<file path="src/rtl/i2c_tgt_pkg.sv">
// Package: shared types for the I2C register target.
// Assumes nothing beyond IEEE 1800-2017 enums.
package i2c_tgt_pkg;

    // Protocol phase of the target engine
    typedef enum logic [2:0] {
        PH_IDLE,     // waiting for a start, SDA released
        PH_HDR,      // shifting in the device address byte
        PH_HDR_ACK,  // driving ACK for a matched header
        PH_RXB,      // shifting in a register address or data byte
        PH_RXB_ACK,  // driving ACK for a received byte
        PH_TXB,      // shifting out a read byte
        PH_TXB_ACK   // SDA released, sampling controller ACK/NACK
    } tgt_phase_e;

endpackage

</file>
<file path="src/rtl/i2c_line_sync.sv">
// Module: i2c_line_sync
// Brings SCL and SDA into the system clock domain through a
// STAGES-deep flop chain and derives SCL edges plus start and
// stop conditions from the synchronized levels.
// Assumes the system clock samples each SCL phase several times.
module i2c_line_sync #(
    parameter int STAGES = 2
) (
    input  logic clk,
    input  logic rst_n,
    input  logic scl_i,
    input  logic sda_i,
    output logic sda_s,
    output logic scl_rise,
    output logic scl_fall,
    output logic start_det,
    output logic stop_det
);

    logic [STAGES-1:0] scl_chain;
    logic [STAGES-1:0] sda_chain;
    logic              scl_prev;
    logic              sda_prev;
    logic              scl_s;

    // Synchronizer chains, idle-high after reset
    always_ff @(posedge clk) begin
        if (!rst_n) begin
            scl_chain <= '1;
            sda_chain <= '1;
        end else begin
            scl_chain <= {scl_chain[STAGES-2:0], scl_i};
            sda_chain <= {sda_chain[STAGES-2:0], sda_i};
        end
    end

    assign scl_s = scl_chain[STAGES-1];
    assign sda_s = sda_chain[STAGES-1];

    // One-cycle history of the synchronized levels
    always_ff @(posedge clk) begin
        if (!rst_n) begin
            scl_prev <= 1'b1;
            sda_prev <= 1'b1;
        end else begin
            scl_prev <= scl_s;
            sda_prev <= sda_s;
        end
    end

    // Edge and bus-condition decode
    always_comb begin
        scl_rise  = scl_s & ~scl_prev;
        scl_fall  = ~scl_s & scl_prev;
        start_det = scl_s & scl_prev & sda_prev & ~sda_s;
        stop_det  = scl_s & scl_prev & ~sda_prev & sda_s;
    end

endmodule

</file>
<file path="src/rtl/i2c_tgt_engine.sv">
// Module: i2c_tgt_engine
// Byte-level protocol engine of the I2C register target: header
// match, ACK generation, register address and data assembly, read
// shifting and register strobes. Works on the synchronized events
// from i2c_line_sync. Assumes AW and DW are multiples of 8 and at
// least 16, and that reg_rdata is valid while reg_re is high.
module i2c_tgt_engine
    import i2c_tgt_pkg::*;
#(
    parameter int AW = 16,
    parameter int DW = 16
) (
    input  logic          clk,
    input  logic          rst_n,
    input  logic          sda_s,
    input  logic          scl_rise,
    input  logic          scl_fall,
    input  logic          start_det,
    input  logic          stop_det,
    input  logic [6:0]    dev_addr,
    output logic          sda_oe,
    output logic [AW-1:0] reg_addr,
    output logic [DW-1:0] reg_wdata,
    output logic          reg_we,
    output logic          reg_re,
    input  logic [DW-1:0] reg_rdata
);

    localparam int ABYTES = AW / 8;
    localparam int DBYTES = DW / 8;
    localparam int NBYTES = ABYTES + DBYTES;
    localparam int IDXW   = $clog2(NBYTES + 1);
    localparam logic [IDXW-1:0] IDX_ALAST = IDXW'(ABYTES - 1);
    localparam logic [IDXW-1:0] IDX_LAST  = IDXW'(NBYTES - 1);
    localparam logic [IDXW-1:0] IDX_END   = IDXW'(NBYTES);

    tgt_phase_e      phase;
    logic [3:0]      bit_cnt;
    logic [7:0]      rx_sh;
    logic [IDXW-1:0] byte_idx;
    logic [AW-1:0]   addr_hold;
    logic [DW-1:0]   tx_sh;
    logic            ctl_nack;
    logic            byte_done;

    // A full byte has been clocked in and SCL has just fallen
    assign byte_done = scl_fall && (bit_cnt == 4'd8);

    // Protocol sequencer with data-path registers
    always_ff @(posedge clk) begin
        if (!rst_n) begin
            phase     <= PH_IDLE;
            bit_cnt   <= '0;
            rx_sh     <= '0;
            byte_idx  <= '0;
            addr_hold <= '0;
            tx_sh     <= '1;
            ctl_nack  <= 1'b0;
            sda_oe    <= 1'b0;
            reg_addr  <= '0;
            reg_wdata <= '0;
            reg_we    <= 1'b0;
            reg_re    <= 1'b0;
        end else begin
            reg_we <= 1'b0;
            reg_re <= 1'b0;
            if (reg_re) begin
                tx_sh <= reg_rdata;
            end
            if (start_det) begin
                phase    <= PH_HDR;
                bit_cnt  <= '0;
                byte_idx <= '0;
                sda_oe   <= 1'b0;
            end else if (stop_det) begin
                phase  <= PH_IDLE;
                sda_oe <= 1'b0;
            end else begin
                unique case (phase)
                    PH_IDLE: ;
                    PH_HDR: begin
                        if (scl_rise) begin
                            rx_sh   <= {rx_sh[6:0], sda_s};
                            bit_cnt <= bit_cnt + 4'd1;
                        end else if (byte_done) begin
                            if (rx_sh[7:1] == dev_addr) begin
                                phase  <= PH_HDR_ACK;
                                sda_oe <= 1'b1;
                                reg_re <= rx_sh[0];
                            end else begin
                                phase <= PH_IDLE;
                            end
                        end
                    end
                    PH_HDR_ACK: begin
                        if (scl_fall) begin
                            bit_cnt <= '0;
                            if (rx_sh[0]) begin
                                phase  <= PH_TXB;
                                sda_oe <= ~tx_sh[DW-1];
                            end else begin
                                phase  <= PH_RXB;
                                sda_oe <= 1'b0;
                            end
                        end
                    end
                    PH_RXB: begin
                        if (scl_rise) begin
                            rx_sh   <= {rx_sh[6:0], sda_s};
                            bit_cnt <= bit_cnt + 4'd1;
                        end else if (byte_done) begin
                            if (byte_idx == IDX_END) begin
                                phase <= PH_IDLE;
                            end else begin
                                phase  <= PH_RXB_ACK;
                                sda_oe <= 1'b1;
                                if (byte_idx < IDX_ALAST) begin
                                    addr_hold <= {addr_hold[AW-9:0], rx_sh};
                                end else if (byte_idx == IDX_ALAST) begin
                                    reg_addr <= {addr_hold[AW-9:0], rx_sh};
                                end else begin
                                    reg_wdata <= {reg_wdata[DW-9:0], rx_sh};
                                end
                            end
                        end
                    end
                    PH_RXB_ACK: begin
                        if (scl_fall) begin
                            phase    <= PH_RXB;
                            sda_oe   <= 1'b0;
                            bit_cnt  <= '0;
                            byte_idx <= byte_idx + 1'b1;
                            reg_we   <= (byte_idx == IDX_LAST);
                        end
                    end
                    PH_TXB: begin
                        if (scl_fall) begin
                            tx_sh <= {tx_sh[DW-2:0], 1'b1};
                            if (bit_cnt == 4'd7) begin
                                phase   <= PH_TXB_ACK;
                                sda_oe  <= 1'b0;
                                bit_cnt <= '0;
                            end else begin
                                sda_oe  <= ~tx_sh[DW-2];
                                bit_cnt <= bit_cnt + 4'd1;
                            end
                        end
                    end
                    PH_TXB_ACK: begin
                        if (scl_rise) begin
                            ctl_nack <= sda_s;
                        end else if (scl_fall) begin
                            if (ctl_nack) begin
                                phase <= PH_IDLE;
                            end else begin
                                phase  <= PH_TXB;
                                sda_oe <= ~tx_sh[DW-1];
                            end
                        end
                    end
                    default: phase <= PH_IDLE;
                endcase
            end
        end
    end

endmodule

</file>
<file path="src/rtl/i2c_regbus_target.sv">
// Module: i2c_regbus_target (top)
// I2C target giving an external controller 16-bit-addressed access
// to a 16-bit register file. Composes the line synchronizer and the
// protocol engine and forms the device address from the strap.
// Assumes clk runs at least ~10x faster than SCL; SDA is open drain.
module i2c_regbus_target #(
    parameter int         AW          = 16,
    parameter int         DW          = 16,
    parameter int         SYNC_STAGES = 2,
    parameter logic [4:0] DEV_ID_LOW  = 5'b01010,
    parameter logic       DEV_ID_TOP  = 1'b0
) (
    input  logic          clk,
    input  logic          rst_n,
    input  logic          addr_sel,
    input  logic          scl_i,
    input  logic          sda_i,
    output logic          sda_oe,
    output logic [AW-1:0] reg_addr,
    output logic [DW-1:0] reg_wdata,
    output logic          reg_we,
    output logic          reg_re,
    input  logic [DW-1:0] reg_rdata
);

    logic       sda_s;
    logic       scl_rise;
    logic       scl_fall;
    logic       start_det;
    logic       stop_det;
    logic [6:0] dev_addr;

    // Device address with the strap in bit 5
    assign dev_addr = {DEV_ID_TOP, addr_sel, DEV_ID_LOW};

    i2c_line_sync #(
        .STAGES(SYNC_STAGES)
    ) u_sync (
        .clk      (clk),
        .rst_n    (rst_n),
        .scl_i    (scl_i),
        .sda_i    (sda_i),
        .sda_s    (sda_s),
        .scl_rise (scl_rise),
        .scl_fall (scl_fall),
        .start_det(start_det),
        .stop_det (stop_det)
    );

    i2c_tgt_engine #(
        .AW(AW),
        .DW(DW)
    ) u_eng (
        .clk      (clk),
        .rst_n    (rst_n),
        .sda_s    (sda_s),
        .scl_rise (scl_rise),
        .scl_fall (scl_fall),
        .start_det(start_det),
        .stop_det (stop_det),
        .dev_addr (dev_addr),
        .sda_oe   (sda_oe),
        .reg_addr (reg_addr),
        .reg_wdata(reg_wdata),
        .reg_we   (reg_we),
        .reg_re   (reg_re),
        .reg_rdata(reg_rdata)
    );

endmodule

</file>
<file path="config.mk">
export PLATFORM = sky130hd
export DESIGN_NAME = i2c_regbus_target
export DESIGN_NICKNAME = d
export VERILOG_FILES = /design/src/rtl/i2c_tgt_pkg.sv /design/src/rtl/i2c_line_sync.sv /design/src/rtl/i2c_tgt_engine.sv /design/src/rtl/i2c_regbus_target.sv
export SDC_FILE = /design/constraint.sdc
export NUM_CORES = 1
export LEC_CHECK = 0
export BUFFER_PORTS_ARGS = -buffer_cell sky130_fd_sc_hd__buf_2
export CAP_MARGIN = 20
export CORE_MARGIN = 3
export CORE_UTILIZATION = 62
export CTS_BUF_LIST = sky130_fd_sc_hd__clkbuf_2
export CTS_CLUSTER_DIAMETER = 100
export DETAILED_ROUTE_END_ITERATION = 16
export GPL_TIMING_DRIVEN = 0
export PLACE_DENSITY_LB_ADDON = 0.1
export SYNTH_ARGS = -nofsm -noshare
export SYNTH_HDL_FRONTEND = slang
export SYNTH_HIERARCHICAL = 1
export SYNTH_SLANG_ARGS = --single-unit
</file>
<file path="constraint.sdc">
create_clock -name clk -period 5.6 [get_ports clk]
set_input_delay 0.56 -clock clk [delete_from_list [all_inputs] [get_ports clk]]
set_output_delay 0.56 -clock clk [all_outputs]
set_load 0.01 [all_outputs]
</file>
# Yosys cells after proc, flatten, opt, wreduce, memory -nomap -nowiden
# Index checks and enable logic that the tools add are counted.
# totals
register_bits	84
inputBits	21
output_inout_bits	35
word_cells	146
# op_classes
n_addsub	2
n_lt_le_gt_ge	1
n_eq_ne	38
muxes	42
bitwise	26
reduce_logical	20
# op_table
op	n
two-way mux 16 bit	5
two-way mux 3 bit	13
inequality test 4 x 3 -> 1 bit, second input constant	7
AND reduction 11 bit	2
one-hot mux 3 bit (7 select lines)	1
inequality test 2 x 1 -> 1 bit, second input constant	10
NOT 1 bit	19
two-way mux 1 bit	16
two-way mux 4 bit	4
AND reduction 8 bit	2
AND reduction 13 bit	1
== test 3 bit, second input constant	4
inequality test 4 bit, second input constant	3
one-hot mux 4 bit (3 select lines)	1
inequality test 2 bit, second input constant	5
== test 3 x 2 -> 1 bit, second input constant	3
AND reduction 4 bit	2
AND 1 bit	7
== test 7 x 6 -> 1 bit	1
AND reduction 7 bit	1
OR reduction 7 bit	1
== test 3 x 1 -> 1 bit, second input constant	2
one-hot mux 1 bit (6 select lines)	1
nonzero test 6 bit	1
15 further kinds	17

# Longest topological paths before layout
# depth
word_depth	8
ltp_mapped	10

# Modules after synthesis
# Netlist, hierarchy kept.
# by_module_without_submodules
mod	instances	cells_each	area_each_um2	seq_area_each_um2
i2c_tgt_engine	1	382	3633.5	1561.5
i2c_line_sync	1	16	190.2	120.1
i2c_regbus_target	1	2	7.5	0.0

# Worst setup path before layout
# OpenSTA, ideal clock, no wires.
# synth_timing
kind	flip-flop to flip-flop
from	reg u_sync.scl_prev
to	reg u_eng.reg_addr[0]
setup_time_ns	0.116
arrival_time_ns	2.017
t_required_ns	5.484
slack_ns	3.467
path_stages_with_launch	10
path_cell_list	dfxtp_1 nor2b_1 and4b_1 buf_4 nand4_4 or4_4 buf_6 buf_12 mux2i_1 nor2b_1
# synth_between
word_cells_on_any_way	13
classes_between	11 x bitwise; 2 x reduce/logical
# synth_lines
element	line	rtl
start, declared	i2c_line_sync.sv:22	logic scl_prev;
start signal, assigned	i2c_line_sync.sv:46	scl_prev <= scl_s;
AND 1 bit	i2c_line_sync.sv:54	scl_fall = ~scl_s & scl_prev;
via scl_fall	i2c_regbus_target.sv:28	logic scl_fall;
logical AND 1 bit	i2c_tgt_engine.sv:47	assign byte_done = scl_fall && (bit_cnt == 4'd8);
AND reduction 8 bit (no line)	--	
end signal, assigned	i2c_tgt_engine.sv:120	reg_addr <= {addr_hold[AW-9:0], rx_sh};
end, declared	i2c_tgt_engine.sv:22	output logic [AW-1:0] reg_addr,
# The timed path passes the listed nets, and every way through them passes these cells.
# A chain may end at the register's enable or synchronous reset.

# Worst setup path after layout
# layout_timing
from	reg u_sync.scl_prev
to	reg u_eng.addr_hold[1]
# layout_between
word_cells_on_any_way	13
classes_between	11 x bitwise; 2 x reduce/logical
# layout_lines
element	line	rtl
AND 1 bit	i2c_line_sync.sv:54	
via scl_fall	i2c_regbus_target.sv:28	
logical AND 1 bit	i2c_tgt_engine.sv:47	
AND reduction 7 bit (no line)	--	
end signal, assigned	i2c_tgt_engine.sv:118	addr_hold <= {addr_hold[AW-9:0], rx_sh};
end, declared	i2c_tgt_engine.sv:41	logic [AW-1:0] addr_hold;
# The timed path passes the listed nets, and every way through them passes these cells.

==> results_dict.tcl <==
set metrics [dict create \
    crit_fanout 8 \
    insertion_delay_ps 530 \
    p_leak_nw 1.80 \
    tightest_slew_ps 947 \
    floorplan.die_area_mm2 0.00716 \
    layout_min_cycle_time_ps 2500 \
    io_pins 56 \
    yosysUniqueCellTypes 48 \
    final_util 0.734 \
    final-setup-viol-count 0 \
    cp-start-kind "flop" \
    hold_violations 0 \
    tns_ps 0 \
    clkSinkCount 84 \
    num_vias 2929 \
    syn_area_mm2 0.00383 \
    routed_wl_mm 7.64 \
    holdBufCountCts 0 \
    max_freq_mhz 400 \
    drc 0 \
    syn_avg_cell_area_um2 9.58 \
    p_per_area_mw_per_mm2 237 \
    synth_async_sr_flop_share 0 \
    die_w_um 84.6 \
    dr.pass1.iters 4 \
    status "finished clean" \
    antennaDiodeCount 0 \
    cts_setup_buffers 0 \
    numCtsBuffers 9 \
    vdd_drop_max_mv 0.218 \
    cts_tree "yes" \
    gp_congestion 0.943 \
    yosys_warnings 6 \
    nets 497 \
    ys_seq_area_frac 0.439 \
    antenna_found_initial 0 \
    cp.arrival_ps 2920 \
    cts_buffer_depth 2 \
    initial_core_util 0.643 \
    crit_required_ps 6020 \
    cp-end-kind "flop" \
    via_per_inst 5.34 \
    crit_type "flop to flop" \
    grt_pass1_vias 2795 \
    fill_cells 473 \
    place_area_mm2 0.00422 \
    io_buffers 55 \
    cts_root_buffer "clkbuf_2" \
    fin_worst_skew_ps 44.4 \
    area_growth_pct 14.1 \
    finalCritPeriodShare 0.446 \
    cts_resized 0 \
    layout.area.seq_mm2 0.00168 \
    rsz0062_at_grt "no" \
    slew_viol_final 0 \
    ys_seq_elements 84 \
    multi_input_area_mm2 0.00200 \
    num_rows 28 \
    hp-class "input port to flop" \
    synth_ff_type "dfxtp_1" \
    wl_per_cell_um 13.9 \
    dieHeight_um 84.6 \
    dpl.hpwl_mm 5.55 \
    core_mm2 0.00596 \
    relSlewSlack 0.363 \
    stdcell_area_mm2 0.00437 \
    synth_edf_count 0 \
    syn_inst 400 \
    clk_pin_slew_worst_paths_ps 200 \
    grt_start_max_net_pins 15 \
    grt_pass1_wl_mm 13.0 \
    cap_violations 0 \
    grt.total_usage 0.224 \
    htree_levels 3 \
    overflow 0 \
    layout-drive-gt1-share 0.171 \
    postRouteAntennaNets 0 \
    drtIter0Drc 207 \
]
-- logic make-up (layout without fill, tap and decap cells) --
kind of cell | after synthesis | count (layout) | share of synthesized area
buffers and inverters | 34 | 104 | 0.0428
other | 2 | 6 | 0.00196
muxes | 67 | 67 | 0.175
DFF | 84 | 84 | 0.439
and+or+nand+nor | 147 | 147 | 0.218
adders and majority gates | 6 | 6 | 0.0196
AOI/OAI and AO/OA | 50 | 50 | 0.0807
xor gates and xnor gates | 10 | 10 | 0.0229
-- layout make-up --
cell class,instances,share of cell area
buffer,23,0.0280
clock buffer,9,0.0103
clock inverter,6,0.0255
inverter,11,0.00944
multi-input combinational,286,0.458
sequential,84,0.385
tap,75,0.0215
timing repair buffer,55,0.0630
-- final timing paths --
path | slack, ps | cells after the start | start | end
worst max register to register | 3100 | 7 | u_sync/scl_prev | u_eng/addr_hold[1]
worst max-delay path | 3100 | 7 | u_sync/scl_prev | u_eng/addr_hold[1]
worst min-delay path | 220 | 2 | sda_i | u_sync/sda_chain[0]
worst min register to register | 440 | 1 | u_sync/sda_chain[0] | u_sync/sda_chain[1]
-- critical path, cell delays in order (launching register included) --
cell and delay [ps]:
dfxtp_1 390, nor2b_1 470, and4b_1 280, buf_4 170, nand4_4 150, nor4_4 600
mux2i_1 290, nor2b_1 70
-- flip-flops by register name, summed over array words and instances, names as in the netlist, 2 cells and up --
signal / flops
u_eng/addr_hold: 8
u_eng/bit_cnt: 4
u_eng/byte_idx: 3
u_eng/phase: 3
u_eng/reg_addr: 16
u_eng/reg_wdata: 16
u_eng/rx_sh: 8
u_eng/tx_sh: 16
u_sync/scl_chain: 2
u_sync/sda_chain: 2
-- synthesized netlist by cell type, drive strengths merged (7+ instances only) --
master,instances,area [µm²]
inv,11,41.3
nand2b,9,56.3
a21oi,10,61.3
o21ai,24,120
clkbuf,16,60.1
nand2,42,158
nor2b,54,338
dfxtp,84,1680
xnor2,9,78.8
buf,7,62.6
nor2,13,48.8
mux2i,67,671
-- where the power goes --
group	switching [W]	internal (W)
Combinational	0.0000201	0.0000171
Sequential	0.000000997	0.000601
Clock	0.000204	0.000191
-- layer usage --
layer | global-route usage | wire [µm] | up-vias
li1 | - | - | 1493
met1 | 0.315 | 3780 | 1358
met2 | 0.339 | 3420 | 67
met3 | 0.0520 | 320 | 11
met4 | 0.0820 | 114 | 0
met5 | 0 | 0 | -
-- per-stage QoR --
stage	worst slack, ps	instances	total power (W)	hold slack [ps]
after CTS	3120	549	0.00104	166
after global routing	2950	549	0.00107	160
after floorplan	3470	404	0.000637	386
after global placement	3180	534	0.000651	391
after detailed placement	3130	534	0.000651	395
final	3100	549	0.00103	218
-- cells in the final DEF, fill, tap and decap left out, types with 2 or more instances in the layout --
cell       instances
a211oi_1           2
a21oi_1            9
and3b_1            2
and4b_1            3
buf_2             56
buf_4              3
bufinv_16          3
clkbuf_1          16
clkbuf_2           9
conb_1             6
dfxtp_1           84
ha_1               6
inv_1             11
mux2i_1           67
nand2_1           42
nand2b_1           9
nand3_1            6
nand3b_1           2
nand4_1            2
nor2_1            13
nor2b_1           54
nor4_1             5
o211ai_1           3
o21ai_0           23
o311ai_0           2
xnor2_1            9
No activity file was read; power rests on OpenSTA's default activity.
